`config.mk`:
```
export PLATFORM = sky130hd
export DESIGN_NAME = vec_agen
export DESIGN_NICKNAME = d
export VERILOG_FILES = /design/src/rtl/vec_agen_pkg.sv /design/src/rtl/vec_agen_ctrl.sv /design/src/rtl/vec_agen_acc.sv /design/src/rtl/vec_agen_sel.sv /design/src/rtl/vec_agen.sv
export SDC_FILE = /design/constraint.sdc
export NUM_CORES = 1
export LEC_CHECK = 0
export ABC_AREA = 1
export BUFFER_PORTS_ARGS = -buffer_cell sky130_fd_sc_hd__buf_4
export CORE_MARGIN = 3
export CORE_UTILIZATION = 47
export CTS_CLUSTER_DIAMETER = 150
export CTS_CLUSTER_SIZE = 14
export DETAILED_ROUTE_END_ITERATION = 7
export GPL_TIMING_DRIVEN = 0
export PLACE_DENSITY = 0.68
export SYNTH_ARGS = -nofsm -noshare
export SYNTH_HDL_FRONTEND = slang
export SYNTH_SLANG_ARGS = --single-unit
```
`constraint.sdc`:
```
create_clock -name clk -period 5.9 [get_ports clk]
set_clock_uncertainty 0.2 [all_clocks]
set_input_delay 0.295 -clock clk [delete_from_list [all_inputs] [get_ports clk]]
set_output_delay 0.295 -clock clk [all_outputs]
set_load 0.02 [all_outputs]
```
`src/rtl/vec_agen_pkg.sv`:
```
// Shared types for the vector element address sequencer.
package vec_agen_pkg;
    // Addressing mode codes as presented on the mode input.
    typedef enum logic [1:0] {
        AM_UNIT   = 2'b00,
        AM_STRIDE = 2'b01,
        AM_INDEX  = 2'b10,
        AM_RSVD   = 2'b11
    } addr_mode_e;
endpackage

```
`src/rtl/vec_agen_ctrl.sv`:
```
// Sequence control: accepts start when idle, captures mode, direction and
// clamped length, counts elements under ready/valid and produces done.
// Assumes start is a level sampled each cycle; it is ignored while busy.
module vec_agen_ctrl
    import vec_agen_pkg::*;
#(
    parameter int MVL = 32,
    parameter int LW  = $clog2(MVL + 1)
) (
    input  logic       clk,
    input  logic       rst_n,
    input  logic       start,
    input  logic [LW-1:0] vl_in,
    input  addr_mode_e mode_in,
    input  logic       dir_in,
    input  logic       out_ready,
    output logic       busy,
    output logic [LW-1:0] elem,
    output logic       last,
    output logic       done,
    output addr_mode_e mode_q,
    output logic       dir_q,
    output logic       load,
    output logic       advance
);
    localparam logic [LW-1:0] MVL_L = LW'(MVL);

    logic          busy_q;
    logic [LW-1:0] elem_q;
    logic [LW-1:0] vl_q;
    logic          done_q;
    logic [LW-1:0] vl_eff;
    logic          accept;
    logic          fin;

    // Clamp the request and decode handshake events.
    always_comb begin
        vl_eff  = (vl_in > MVL_L) ? MVL_L : vl_in;
        accept  = start && !busy_q;
        load    = accept && (vl_eff != '0);
        last    = busy_q && (elem_q == vl_q - LW'(1));
        advance = busy_q && out_ready && !last;
        fin     = busy_q && out_ready && last;
    end

    // Sequence state: busy flag, element counter, captured operands, done pulse.
    always_ff @(posedge clk) begin
        if (!rst_n) begin
            busy_q <= 1'b0;
            elem_q <= '0;
            vl_q   <= '0;
            mode_q <= AM_UNIT;
            dir_q  <= 1'b0;
            done_q <= 1'b0;
        end else begin
            done_q <= (accept && (vl_eff == '0)) || fin;
            if (load) begin
                busy_q <= 1'b1;
                elem_q <= '0;
                vl_q   <= vl_eff;
                mode_q <= mode_in;
                dir_q  <= dir_in;
            end else if (fin) begin
                busy_q <= 1'b0;
            end else if (advance) begin
                elem_q <= elem_q + LW'(1);
            end
        end
    end

    assign busy = busy_q;
    assign elem = elem_q;
    assign done = done_q;

    // a stalled element keeps its number.
    a_r7_hold_elem: assert property (@(posedge clk) disable iff (!rst_n)
        busy_q && !out_ready |=> busy_q && $stable(elem_q));
    // start while busy leaves the captured operands alone.
    a_r8_ignore_start: assert property (@(posedge clk) disable iff (!rst_n)
        busy_q && start |=> $stable(vl_q) && $stable(mode_q) && $stable(dir_q));
    // zero length gives done next cycle and no sequence.
    a_r9_zero_len: assert property (@(posedge clk) disable iff (!rst_n)
        start && !busy_q && (vl_in == '0) |=> done_q && !busy_q);
    // final handshake ends the sequence with a done pulse.
    a_r6_finish: assert property (@(posedge clk) disable iff (!rst_n)
        busy_q && out_ready && last |=> done_q && !busy_q);
    // captured length never exceeds MVL.
    a_r10_clamp: assert property (@(posedge clk) disable iff (!rst_n)
        load |=> vl_q <= MVL_L && vl_q != '0);
endmodule

```
`src/rtl/vec_agen_acc.sv`:
```
// Running address accumulator: loads base on start and adds the step
// (1 or the captured stride) on each non-final handshake. Also holds the
// captured base for indexed mode. Assumes mode_q is valid whenever advance is.
module vec_agen_acc
    import vec_agen_pkg::*;
#(
    parameter int AW = 32
) (
    input  logic          clk,
    input  logic          rst_n,
    input  logic          load,
    input  logic          advance,
    input  addr_mode_e    mode_q,
    input  logic [AW-1:0] base_in,
    input  logic [AW-1:0] stride_in,
    output logic [AW-1:0] base_q,
    output logic [AW-1:0] acc_q
);
    logic [AW-1:0] stride_q;
    logic [AW-1:0] step;

    // Step size for the current mode.
    always_comb step = (mode_q == AM_STRIDE) ? stride_q : AW'(1);

    // Capture operands on load, accumulate on advance.
    always_ff @(posedge clk) begin
        if (!rst_n) begin
            base_q   <= '0;
            stride_q <= '0;
            acc_q    <= '0;
        end else if (load) begin
            base_q   <= base_in;
            stride_q <= stride_in;
            acc_q    <= base_in;
        end else if (advance) begin
            acc_q    <= acc_q + step;
        end
    end

    // with no load and no advance the running address is frozen.
    a_r7_hold_acc: assert property (@(posedge clk) disable iff (!rst_n)
        !load && !advance |=> $stable(acc_q) && $stable(base_q));
endmodule

```
`src/rtl/vec_agen_sel.sv`:
```
// Output address select: indexed mode adds the offset read from the
// index port to the captured base; other modes use the running address.
// HAS_INDEX = 0 builds the block without the indexed adder.
module vec_agen_sel
    import vec_agen_pkg::*;
#(
    parameter int AW        = 32,
    parameter bit HAS_INDEX = 1'b1
) (
    input  addr_mode_e    mode_q,
    input  logic [AW-1:0] base_q,
    input  logic [AW-1:0] acc_q,
    input  logic [AW-1:0] idx_data,
    output logic [AW-1:0] addr
);
    generate
        if (HAS_INDEX) begin : g_idx
            // Choose between base plus offset and the running address.
            always_comb addr = (mode_q == AM_INDEX) ? (base_q + idx_data) : acc_q;
        end else begin : g_noidx
            logic unused_idx;
            // Running address only.
            always_comb begin
                addr       = acc_q;
                unused_idx = ^{idx_data, base_q, mode_q};
            end
        end
    endgenerate
endmodule

```
`src/rtl/vec_agen.sv`:
```
// Vector element address sequencer top. Emits one element address per
// ready/valid handshake for contiguous, strided or indexed modes, then a
// done pulse. Assumes idx_rd_data responds combinationally to idx_rd_addr.
module vec_agen
    import vec_agen_pkg::*;
#(
    parameter int AW  = 32,
    parameter int MVL = 32,
    parameter int LW  = $clog2(MVL + 1),
    parameter int EW  = $clog2(MVL)
) (
    input  logic          clk,
    input  logic          rst_n,
    input  logic          start,
    input  logic [1:0]    mode,
    input  logic          dir,
    input  logic [AW-1:0] base,
    input  logic [AW-1:0] stride,
    input  logic [LW-1:0] vl,
    output logic [EW-1:0] idx_rd_addr,
    input  logic [AW-1:0] idx_rd_data,
    output logic          out_valid,
    input  logic          out_ready,
    output logic [AW-1:0] out_addr,
    output logic [EW-1:0] out_elem,
    output logic          out_last,
    output logic          out_dir,
    output logic          done
);
    addr_mode_e    mode_q;
    logic [LW-1:0] elem;
    logic          load;
    logic          advance;
    logic [AW-1:0] base_q;
    logic [AW-1:0] acc_q;

    vec_agen_ctrl #(.MVL(MVL), .LW(LW)) ctrl_i (
        .clk(clk), .rst_n(rst_n), .start(start), .vl_in(vl),
        .mode_in(addr_mode_e'(mode)), .dir_in(dir), .out_ready(out_ready),
        .busy(out_valid), .elem(elem), .last(out_last), .done(done),
        .mode_q(mode_q), .dir_q(out_dir), .load(load), .advance(advance)
    );

    vec_agen_acc #(.AW(AW)) acc_i (
        .clk(clk), .rst_n(rst_n), .load(load), .advance(advance),
        .mode_q(mode_q), .base_in(base), .stride_in(stride),
        .base_q(base_q), .acc_q(acc_q)
    );

    vec_agen_sel #(.AW(AW), .HAS_INDEX(1'b1)) sel_i (
        .mode_q(mode_q), .base_q(base_q), .acc_q(acc_q),
        .idx_data(idx_rd_data), .addr(out_addr)
    );

    assign out_elem    = elem[EW-1:0];
    assign idx_rd_addr = elem[EW-1:0];

    // each non-final handshake is followed by the next element.
    a_r5_next_elem: assert property (@(posedge clk) disable iff (!rst_n)
        out_valid && out_ready && !out_last |=> out_valid && (out_elem == $past(out_elem) + EW'(1)));
    // done never overlaps a valid element.
    a_r6_no_overlap: assert property (@(posedge clk) disable iff (!rst_n)
        !(done && out_valid));
    // direction stays fixed for the whole sequence.
    a_r4_dir_fixed: assert property (@(posedge clk) disable iff (!rst_n)
        out_valid && !(out_ready && out_last) |=> $stable(out_dir));
endmodule

```
Word level (Yosys, flattened, before mapping)
Index checks and enable logic that the tools add are counted.
{"block": "op_classes", "addsub": 4, "multipliers": 0, "n_div": 0, "order_cmp": 1, "n_eq_ne": 3, "shifts": 0, "n_mux": 7, "bitwise": 2, "reduce_logical": 16}
{"op": "32-bit two-way mux", "count": 4}
{"op": "32-bit adder", "count": 2}
{"op": "1-bit logical AND", "count": 7}
{"op": "6-bit by 1-bit adder with 6-bit output, second input constant", "count": 1}
{"op": "6-bit equality test", "count": 1}
{"op": "6-bit greater-than comparator, second input constant", "count": 1}
{"op": "6-bit logical NOT", "count": 1}
{"op": "6-bit two-way mux", "count": 1}
{"op": "6-bit nonzero test", "count": 1}
{"op": "6-bit by 1-bit subtractor with 6-bit output, second input constant", "count": 1}
{"op": "2-bit nonzero test", "count": 2}
{"op": "2-bit by 1-bit equality test with 1-bit output, second input constant", "count": 1}
{"op": "2-bit equality test, second input constant", "count": 1}
{"op": "1-bit logical NOT", "count": 2}
{"op": "1-bit two-way mux", "count": 2}
{"op": "1-bit inverter", "count": 2}
{"op": "2-bit AND reduction", "count": 1}
{"op": "2-bit OR reduction", "count": 1}
{"op": "1-bit logical OR", "count": 1}
{"block": "totals", "ff_bits": 113, "latch_bits": 0, "ram_bits": 0, "romBits": 0, "input_bits": 109, "out_inout_bits": 46, "elab_cells": 42, "memories": 0}

Logic depth before layout (Yosys ltp)
Gate-level depths: netlist of the first run.
{"block": "depth", "ltp_word": 7, "mapped_depth": 19, "mapped_depth_nobuf": 18}

By module
From an unflattened synthesis of the first run, not the netlist that was laid out.
{"block": "unflattened", "hier_cells": 1683, "area_unflattened_um2": 9928.3}
{"mod": "vec_agen_acc", "instances": 1, "cells_each": 948, "area_each_um2": 6093.3, "seq_area_each_um2": 1921.8}
{"mod": "vec_agen_sel", "instances": 1, "cells_each": 577, "area_each_um2": 2748.9, "seq_area_each_um2": 0.0}
{"mod": "vec_agen_ctrl", "instances": 1, "cells_each": 153, "area_each_um2": 1048.5, "seq_area_each_um2": 340.3}
{"mod": "vec_agen", "instances": 1, "cells_each": 5, "area_each_um2": 37.5, "seq_area_each_um2": 0.0}

Least setup slack after synthesis of the first run
No wires, ideal clock.
{"block": "synth_path", "kind": "register -> output", "startpoint": "register acc_i.base_q[0]", "endpoint": "output port out_addr[12]", "arrival_time_ps": 2075, "required_time_ps": 5405, "slack_ps": 3330, "path_stages_with_launch": 11, "path_buffers": 0, "path_cell_list": "dfxtp_1 ha_1 inv_1 fa_1 o21ai_0 nand2_1 nand2_1 nand2_1 nand2_1 xnor2_1 o21ai_0"}
{"block": "synth_via", "elab_chain_cells": 2}
{"element": "start, declared", "line_no": "vec_agen_acc.sv:16", "text": "output logic [AW-1:0] base_q,"}
{"element": "start signal, assigned", "line_no": "vec_agen_acc.sv:32", "text": "base_q <= base_in;"}
{"element": "32-bit adder", "line_no": "vec_agen_sel.sv:19", "text": "always_comb addr = (mode_q == AM_INDEX) ? (base_q + idx_data) : acc_q;"}
{"element": "32-bit two-way mux", "line_no": "vec_agen_sel.sv:19"}
{"element": "end, declared", "line_no": "vec_agen.sv:24", "text": "output logic [AW-1:0] out_addr,"}
No other way between the ends.

Worst setup path in the final report of the first run
{"block": "layout_path", "startpoint": "register acc_i.base_q[0]", "endpoint": "output port out_addr[22]"}
The elaborated chain is that of the path after synthesis.

==> results by group, run 1 <==
Placement
  • Number of port buffers: 153
  • Area after DPL: 0.01094 mm²
  • GP Congestion: 0.9652
  • Post-DP HPWL: 27.52 mm

Cells and area
  • Layout Nets: 2,050
  • Final core occ: 62.16%
  • N_diodes: 0
  • Commonest cells after routing, fill and taps aside: nand2_1, inv_1, nor2_1, buf_4, a21oi_1
  • Fill cell count: 1,927
  • Layout cells sized above 1: 12.08%
  • Synth-to-layout area growth: 28.78%
  • Post-route cell area: 0.01218 mm²
  • Most common cell after layout, fill and taps aside: nand2_1

Global routing
  • Total global routing overflow: 0
  • Gr usage total: 30.88%
  • Initial antenna violation count: 0
  • Vias in the first global route: 10.14k
  • First-pass GRT wire length: 53.04 mm
  • Pin count of the biggest net entering global routing: 17

Pwr
  • Leak Pwr: 6.330 nW
  • PwrDens: 237.0 mW/mm²
  • Max VDD drop: 0.2090 mV

Yosys
  • Synth unique cells: 35
  • Synthesized instance count: 1,641
  • Seq/Total Area, Yosys: 23.92%
  • Syn Area/Cell: 5.763 µm²
  • Ys Warns: 0
  • Synthesized area: 0.009457 mm²
  • Syn_nets: 1,816
  • Flops & latches, synth: 113

STA
  • Worst Tran Pin Value: 702.9 ps
  • Rel. slew slack: 53.14%
  • RSZ-0062 raised after global routing: false
  • Final Max Slew Viols: 0
  • Setup violations, final: 0
  • Fmax: 0.2917 GHz
  • Crit path time final: 3428 ps
  • Fin crit share: 58.10%
  • Hold Vio Cnt, Final: 0
  • Hold slack: 18.31 ps
  • Setup_tns: 0 ps

Setup path
  • Slowest Stage Delay on Critical Path: 400 ps
  • Worst Path Max Fanout: 4
  • CP Launch Type: register
  • Reg2reg path depth: 17
  • CP most frequent cell: nand2_1
  • WP data required: 5410 ps
  • CP Class: reg -> out
  • Slowest cell on crit path: o21ai_0
  • Critical path depth: 13
  • Crit end category: output port
  • CP bufs+invs: 2
  • Critical path's top delay family: simple AND/OR/NAND/NOR gates
  • WP data arrival: 2930 ps
  • Crit-path cells: ha_1 -> inv_1 -> fa_1 -> o21ai_0 -> nand2_1 -> nand2_1 -> nand3_1 -> nand2_1 -> nand2_1 -> nand3b_1 -> nand3_1 -> nand2_1 -> buf_4

Min path
  • Hold depth: 3
  • Min-delay worst type: in -> reg

CTS
  • CTS tree: done
  • Sink Count: 113
  • Cts repair resizes: 0
  • Clk root buf: clkbuf_16
  • Hold_buf cts: 62
  • TritonCTS Buffers: 17
  • H-tree levels: 4
  • Reg clk slew, reported paths: 60 ps
  • Clk Latency, worst-skew pair: 420 ps
  • Post-CTS Setup Repair Bufs: 0
  • CTS max path bufs: 2

Floorplanning
  • Die Ht: 147.8 µm
  • CORE AREA: 0.01959 mm²
  • DIE WIDTH: 147.8 µm
  • Cell Rows: 51
  • Starting Density: 48.27%
  • Io pins: 155
  • DIE AREA: 0.02186 mm²

Routing
  • Detailed Route WL: 34.08 mm
  • ANT nets after route: 0
  • # DRC: 0
  • Avg Vias per Cell: 5.163
  • Drt first-iter violations: 872
  • DR WL/cell: 15.83 µm
  • Via count: 11.12k
  • Pre-antenna DRT Iters: 7

Job
  • Max Cap Viol: 0

Outcome
  • Status: completed
state kept, by name (all words and copies together), names as in the netlist:
signal,cells
acc_i.stride_q,32
ctrl_i.dir_q,1
ctrl_i.mode_q,2
acc_i.acc_q,32
ctrl_i.done,1
acc_i.base_q,32
ctrl_i.elem,6
ctrl_i.busy,1
ctrl_i.vl_q,6
where the power goes:
part / internal [mW] / leakage, nW / switching (mW) / total [mW]
clock: 0.727 / 0.304 / 0.366 / 1.09
combinational: 0.347 / 5.09 / 0.540 / 0.887
sequential: 0.836 / 0.931 / 0.0712 / 0.907
total: 1.91 / 6.33 / 0.977 / 2.89
per-layer routing:
metal | part of all wire, % | track usage [%] | vias to the layer above
met5 | 0 | 0 | -
met4 | 2.1 | 8.222 | 0
met3 | 8.2 | 4.752 | 49
met2 | 44 | 50.03 | 464
met1 | 45 | 43.10 | 4898
li1 | - | - | 5704
synthesized netlist by cell type (all sizes together):
cell,number,area share [%]
o21a,3,0.24
o211ai,1,0.079
a21o,2,0.16
a21oi,140,7.4
a21boi,4,0.32
xor2,4,0.37
o21bai,4,0.32
dfxtp,113,24
xnor2,10,0.93
nor3,12,0.64
clkbuf,29,1.2
ha,64,8.5
o31ai,6,0.48
nor4,4,0.26
nor2,184,7.3
or2,9,0.60
o21ai,113,6.0
o22ai,4,0.26
nand4,13,0.86
clkinv,1,0.093
inv,233,9.2
fa,2,0.42
nand2,542,22
and2,2,0.13
nand3,91,4.9
buf,27,2.0
nand3b,21,1.7
a31oi,3,0.20
path summary, 6_finish.rpt:
check | startpoint | to | slack [ps]
worst max-delay path | acc_i.base_q[0] | out_addr[22] | 2470
worst min-delay path | base[17] | acc_i.base_q[17] | 20
worst max register to register | ctrl_i.mode_q[0] | acc_i.acc_q[19] | 2820
worst min register to register | acc_i.stride_q[21] | acc_i.stride_q[21] | 250
final cells by class:
cell class | instances | area, µm² | area share, %
multi-input cells | 1238 | 6017 | 49.41
well taps | 265 | 331.6 | 2.723
flip-flops and latches | 113 | 2262 | 18.58
inverters | 234 | 883.3 | 7.254
repair buffers | 215 | 1769 | 14.53
clock buffers | 22 | 464.2 | 3.812
plain buffers | 56 | 294.0 | 2.414
clock inverters | 10 | 156.4 | 1.284
tightest hold or removal path: stages:
cell and delay, ps:
buf_4 100, nand2_1 80, a21oi_1 120
kinds of logic (layout without fill, tap and decap cells):
| logic type | count (synthesis) | after routing | synth area share [%] |
|---|---|---|---|
| DFF | 113 | 113 | 23.92 |
| buffers and inverters | 290 | 537 | 12.45 |
| adders and majority gates | 66 | 66 | 8.891 |
| xor gates and xnor gates | 14 | 14 | 1.297 |
| and+or+nand+nor | 878 | 878 | 38.00 |
| AOI/OAI and AO/OA | 280 | 280 | 15.44 |
stage by stage:
step | setup slack (ps) | std cells | power [mW]
after floorplan | 3330 | 1641 | 1.433
after global placement | 2872 | 2059 | 1.744
after detailed placement | 2848 | 2059 | 1.754
after CTS | 2530 | 2153 | 2.876
after global routing | 2324 | 2153 | 3.029
final | 2472 | 2153 | 2.887
(Power assumes the default switching activity.)
==> run 2, diff against run 1 <==
--- a/config.mk
+++ b/config.mk
@@ -5,7 +5,7 @@
 export SDC_FILE = /design/constraint.sdc
 export NUM_CORES = 1
 export LEC_CHECK = 0
-export ABC_AREA = 1
+export ABC_AREA = 0
 export BUFFER_PORTS_ARGS = -buffer_cell sky130_fd_sc_hd__buf_4
 export CORE_MARGIN = 3
 export CORE_UTILIZATION = 47
@@ -13,7 +13,7 @@
 export CTS_CLUSTER_SIZE = 14
 export DETAILED_ROUTE_END_ITERATION = 7
 export GPL_TIMING_DRIVEN = 0
-export PLACE_DENSITY = 0.68
+export PLACE_DENSITY = 0.72
 export SYNTH_ARGS = -nofsm -noshare
 export SYNTH_HDL_FRONTEND = slang
 export SYNTH_SLANG_ARGS = --single-unit
==> constraint.sdc (replaced) <==
create_clock -name clk -period 3.1 [get_ports clk]
set_clock_uncertainty 0.2 [all_clocks]
set_input_delay 0.155 -clock clk [delete_from_list [all_inputs] [get_ports clk]]
set_output_delay 0.155 -clock clk [all_outputs]
set_load 0.02 [all_outputs]
==> run 2 against run 1 <==
Net effect: the run now ends with negative setup slack left; worst setup slack got worse by 2900 ps; largest cell class unchanged; final cell count fell by 23%; via count fell by 12%; routed wire length fell by 4.3%; register-to-register slack got worse by 3200 ps; clock-buffer cell count fell by 5; total power rose by 78%; combinational power rose by 65%; non-clock buffer count rose by 74; largest power group unchanged; utilization rose by 11 points; critical path type is now reg -> reg.
==> results by group, run 2 <==
Outcome
  • Status: finished, violations left
  • Failing checks: negative setup slack

Job
  • Max Cap Viol: 0 (unchanged)

STA
  • Hold slack: 84.78 ps (+66.47 ps)
  • Crit path time final: 3524 ps
  • Hold Vio Cnt, Final: 0 (unchanged)
  • Setup violations, final: 32 (+32)
  • Final Worst Setup Slack: -423.6 ps (-2896 ps)
  • Setup_tns: -6313 ps (-6313 ps)
  • Fin crit share: 113.7%
  • Fmax: 0.2838 GHz
  • Worst Tran Pin Value: 802.1 ps (+99.18 ps)
  • Rel. slew slack: 46.53% (-6.6 points)
  • Final Max Slew Viols: 0 (unchanged)
  • RSZ-0062 raised after global routing: true

Global routing
  • Pin count of the biggest net entering global routing: 17 (unchanged)
  • First-pass GRT wire length: 48.40 mm (-8.7%)
  • Vias in the first global route: 9,120 (-10%)
  • Gr usage total: 31.23% (+0.35 points)
  • Initial antenna violation count: 0 (unchanged)
  • GRT busiest layer: met2
  • Total global routing overflow: 0 (unchanged)
  • Met3 Use GR: 6.207% (+1.5 points)
  • GR Util met2: 49.68% (-0.35 points)
  • Met1 Resource Use GR: 41.61% (-1.5 points)

Pwr
  • Leak Pwr: 5.185 nW (-18%)
  • Clock share of power: 39.2% (+1.4 points)
  • Switching part of the total: 33.61% (-0.22 points)
  • Internal: 3.405 mW (+78%)
  • Sequential Power Share: 32.3% (+0.9 points)
  • Max VDD drop: 0.3107 mV (+49%)
  • PwrDens: 411.9 mW/mm² (+74%)
  • Switching power of the nets: 1.724 mW (+77%)
  • Logic pwr share: 28.5% (-2.2 points)

Setup path
  • R2R setup slack: -420 ps (-3240 ps)
  • WP data required: 3200 ps (-2210 ps)
  • CP Launch Type: register
  • WP data arrival: 3620 ps (+690 ps)
  • Crit end category: register
  • CP Class: reg -> reg
  • Reg2reg path depth: 13 (-4)
  • Worst Path Max Fanout: 4 (unchanged)
  • Worst R2R Start: ctrl_i.mode_q[0]
  • RR Endpoint: acc_i.acc_q[20]

Yosys
  • Synth async-reset ratio: 0% (unchanged)
  • Yosys top cell by area: dfxtp_1
  • Syn Area/Cell: 7.325 µm² (+27%)
  • Synthesized instance count: 1,134 (-31%)
  • Flops & latches, synth: 113 (unchanged)
  • Post-synth top cells: nand2_1, a21oi_1, dfxtp_1
  • Post-synth top area share: 27.23% (+3.3 points)
  • EDFF count, synth: 0 (unchanged)
  • Syn_nets: 1,309 (-28%)
  • Top-count cell post-synth: nand2_1
  • Seq/Total Area, Yosys: 27.23% (+3.3 points)
  • Area contributors post-synth: dfxtp_1, nand2_1, ha_1
  • Top_reg_cell synth: dfxtp_1
  • Synthesized area: 0.008307 mm² (-12%)
  • Synth unique cells: 71 (+100%)
  • Ys Warns: 0 (unchanged)

Routing
  • DR WL/cell: 19.63 µm (+24%)
  • Pre-antenna DRT Iters: 6 (-1)
  • Avg Vias per Cell: 5.896 (+14%)
  • Detailed Route WL: 32.60 mm (-4.3%)
  • # DRC: 0 (unchanged)
  • ANT nets after route: 0 (unchanged)
  • Drt first-iter violations: 950 (+8.9%)
  • Via count: 9,794 (-12%)

CTS
  • Sink Count: 113 (unchanged)
  • Reg clk slew, reported paths: 60 ps (about the same)
  • CTS max path bufs: 2 (unchanged)
  • TritonCTS Buffers: 17 (unchanged)
  • H-tree levels: 4 (unchanged)
  • Clk root buf: clkbuf_16
  • Clk Latency, worst-skew pair: 440 ps (+20 ps)
  • CTS tree: done

Cells and area
  • Area of the multi-input gates: 0.006533 mm² (+8.6%)
  • Layout cells sized above 1: 27.59% (+16 points)
  • Commonest cells after routing, fill and taps aside: nand2_1, buf_4, a21oi_1, dfxtp_1, dlygate4sd3_1
  • Layout Nets: 1,601 (-22%)
  • Area occupied by registers: 0.002280 mm² (+0.77%)
  • Fill cell count: 1,305 (-32%)
  • Most common cell after layout, fill and taps aside: nand2_1
  • Synth-to-layout area growth: 49.93%
  • Regs by FF count: acc_i.acc_q (32), acc_i.base_q (32), acc_i.stride_q (32)

Floorplanning
  • Io pins: 155 (unchanged)
  • DIE AREA: 0.01931 mm² (-12%)
  • CORE AREA: 0.01694 mm² (-14%)
  • DIE WIDTH: 138.9 µm (-6.0%)
  • Die Ht: 138.9 µm (-6.0%)
  • Starting Density: 49.05% (+0.77 points)
  • Cell Rows: 47 (-7.8%)

Placement
  • Number of port buffers: 154 (+0.65%)
  • GP Congestion: 0.9910 (+2.7%)
  • Post-DP HPWL: 22.25 mm (-19%)

Min path
  • Min-delay src: start
  • WHS Endpoint: ctrl_i.vl_q[4]
  • Min-delay worst type: in -> reg
  • Hold depth: 5 (+2)
==> run 2: cell types whose count changed in the layout (fill, tap and decap cells not counted), sizes merged, moves of 16 or more <==
cell | before | now
nand2 | 542 | 251
inv | 234 | 33
nor2 | 184 | 47
nand3 | 91 | 15
o21ai | 113 | 72
buf | 180 | 220
and2 | 2 | 39
a21o | 2 | 28
xnor2 | 10 | 36
xor2 | 4 | 28
nand3b | 21 | 0
dlygate4sd3 | 62 | 78
==> run 2: layout make-up <==
type / count / share of cell area [%]
Clock buffer: 17 / 3.416
Antenna cell: 2 / 0.04018
Timing Repair Buffer: 281 / 18.97
Clock inverter: 15 / 1.356
Buffer: 64 / 2.471
Tap cell: 220 / 2.210
Multi-Input combinational cell: 923 / 52.45
Inverter: 26 / 0.7836
Sequential cell: 113 / 18.30
==> run 2: layer usage <==
layer / wire, µm / share of wire [%]
met1: 13390 / 41
met2: 14680 / 45
met3: 2947 / 9.0
met4: 1587 / 4.9
met5: 0 / 0
==> run 2: kinds of logic after synthesis <==
family / share of synthesized area, %
flops: 27.23
xor+xnor: 6.748
simple gates: 22.99
buf+inv: 4.925
fa+ha+maj: 10.12
mux: 0.6025
compound gates: 27.38
==> run 2: how the worst max path moves through the flow <==
stage / to / from / cells past startpoint
finish: acc_i.acc_q[20] / ctrl_i.mode_q[0] / 13
global route: acc_i.acc_q[20] / ctrl_i.mode_q[0] / 13
CTS: out_addr[26] / acc_i.base_q[0] / 12
global placement: acc_i.acc_q[24] / ctrl_i.mode_q[0] / 12
detailed placement: acc_i.acc_q[24] / ctrl_i.mode_q[1] / 12
floorplan: acc_i.acc_q[24] / ctrl_i.mode_q[0] / 12
==> run 2: worst max-delay path, stage by stage, from the launching register on <==
cell       delay, ps
dfxtp_2          340
nor2b_4          310
nand2b_4         110
ha_4             180
fa_2             340
a21o_1           210
a2111oi_4        380
o221a_2          280
a21oi_2           70
a221o_2          450
buf_6            150
xor2_2           130
mux2i_1          150
a21oi_1           80
==> run 2: what timing repair did <==
item / CTS / global route
endpoints found under the hold margin: 106 / 0
gates cloned: 0 / 0
endpoints found under the setup margin: 39 / 66
pin swaps: 62 / 75
gates resized for setup: 118 / 92
setup buffers: 33 / 18
hold buffers: 78 / 0
==> run 2: power by group through the flow <==
stage	combinational, mW	clock [mW]	sequential (mW)
final	1.46	2.01	1.66
after global routing	1.57	2.08	1.66
after CTS	1.33	2.01	1.65
after detailed placement	1.11	0	1.67
after global placement	1.11	0	1.66
after floorplan	0.717	0	1.63
==> run 2: stage by stage <==
stage / instance area [µm²] / power [mW] / worst slack (ps) / std cells / utilization, %
5_1_grt: 12450 / 5.312 / -497.2 / 1659 / 73.51
2_1_floorplan: 8324 / 2.343 / -48.62 / 1134 / -
6_report: 12450 / 5.129 / -423.6 / 1661 / 73.54
4_1_cts: 11980 / 4.986 / -352.8 / 1643 / 70.72
3_3_place_gp: 9756 / 2.773 / -421.8 / 1508 / 57.60
3_5_place_dp: 9756 / 2.781 / -456.6 / 1508 / 57.60
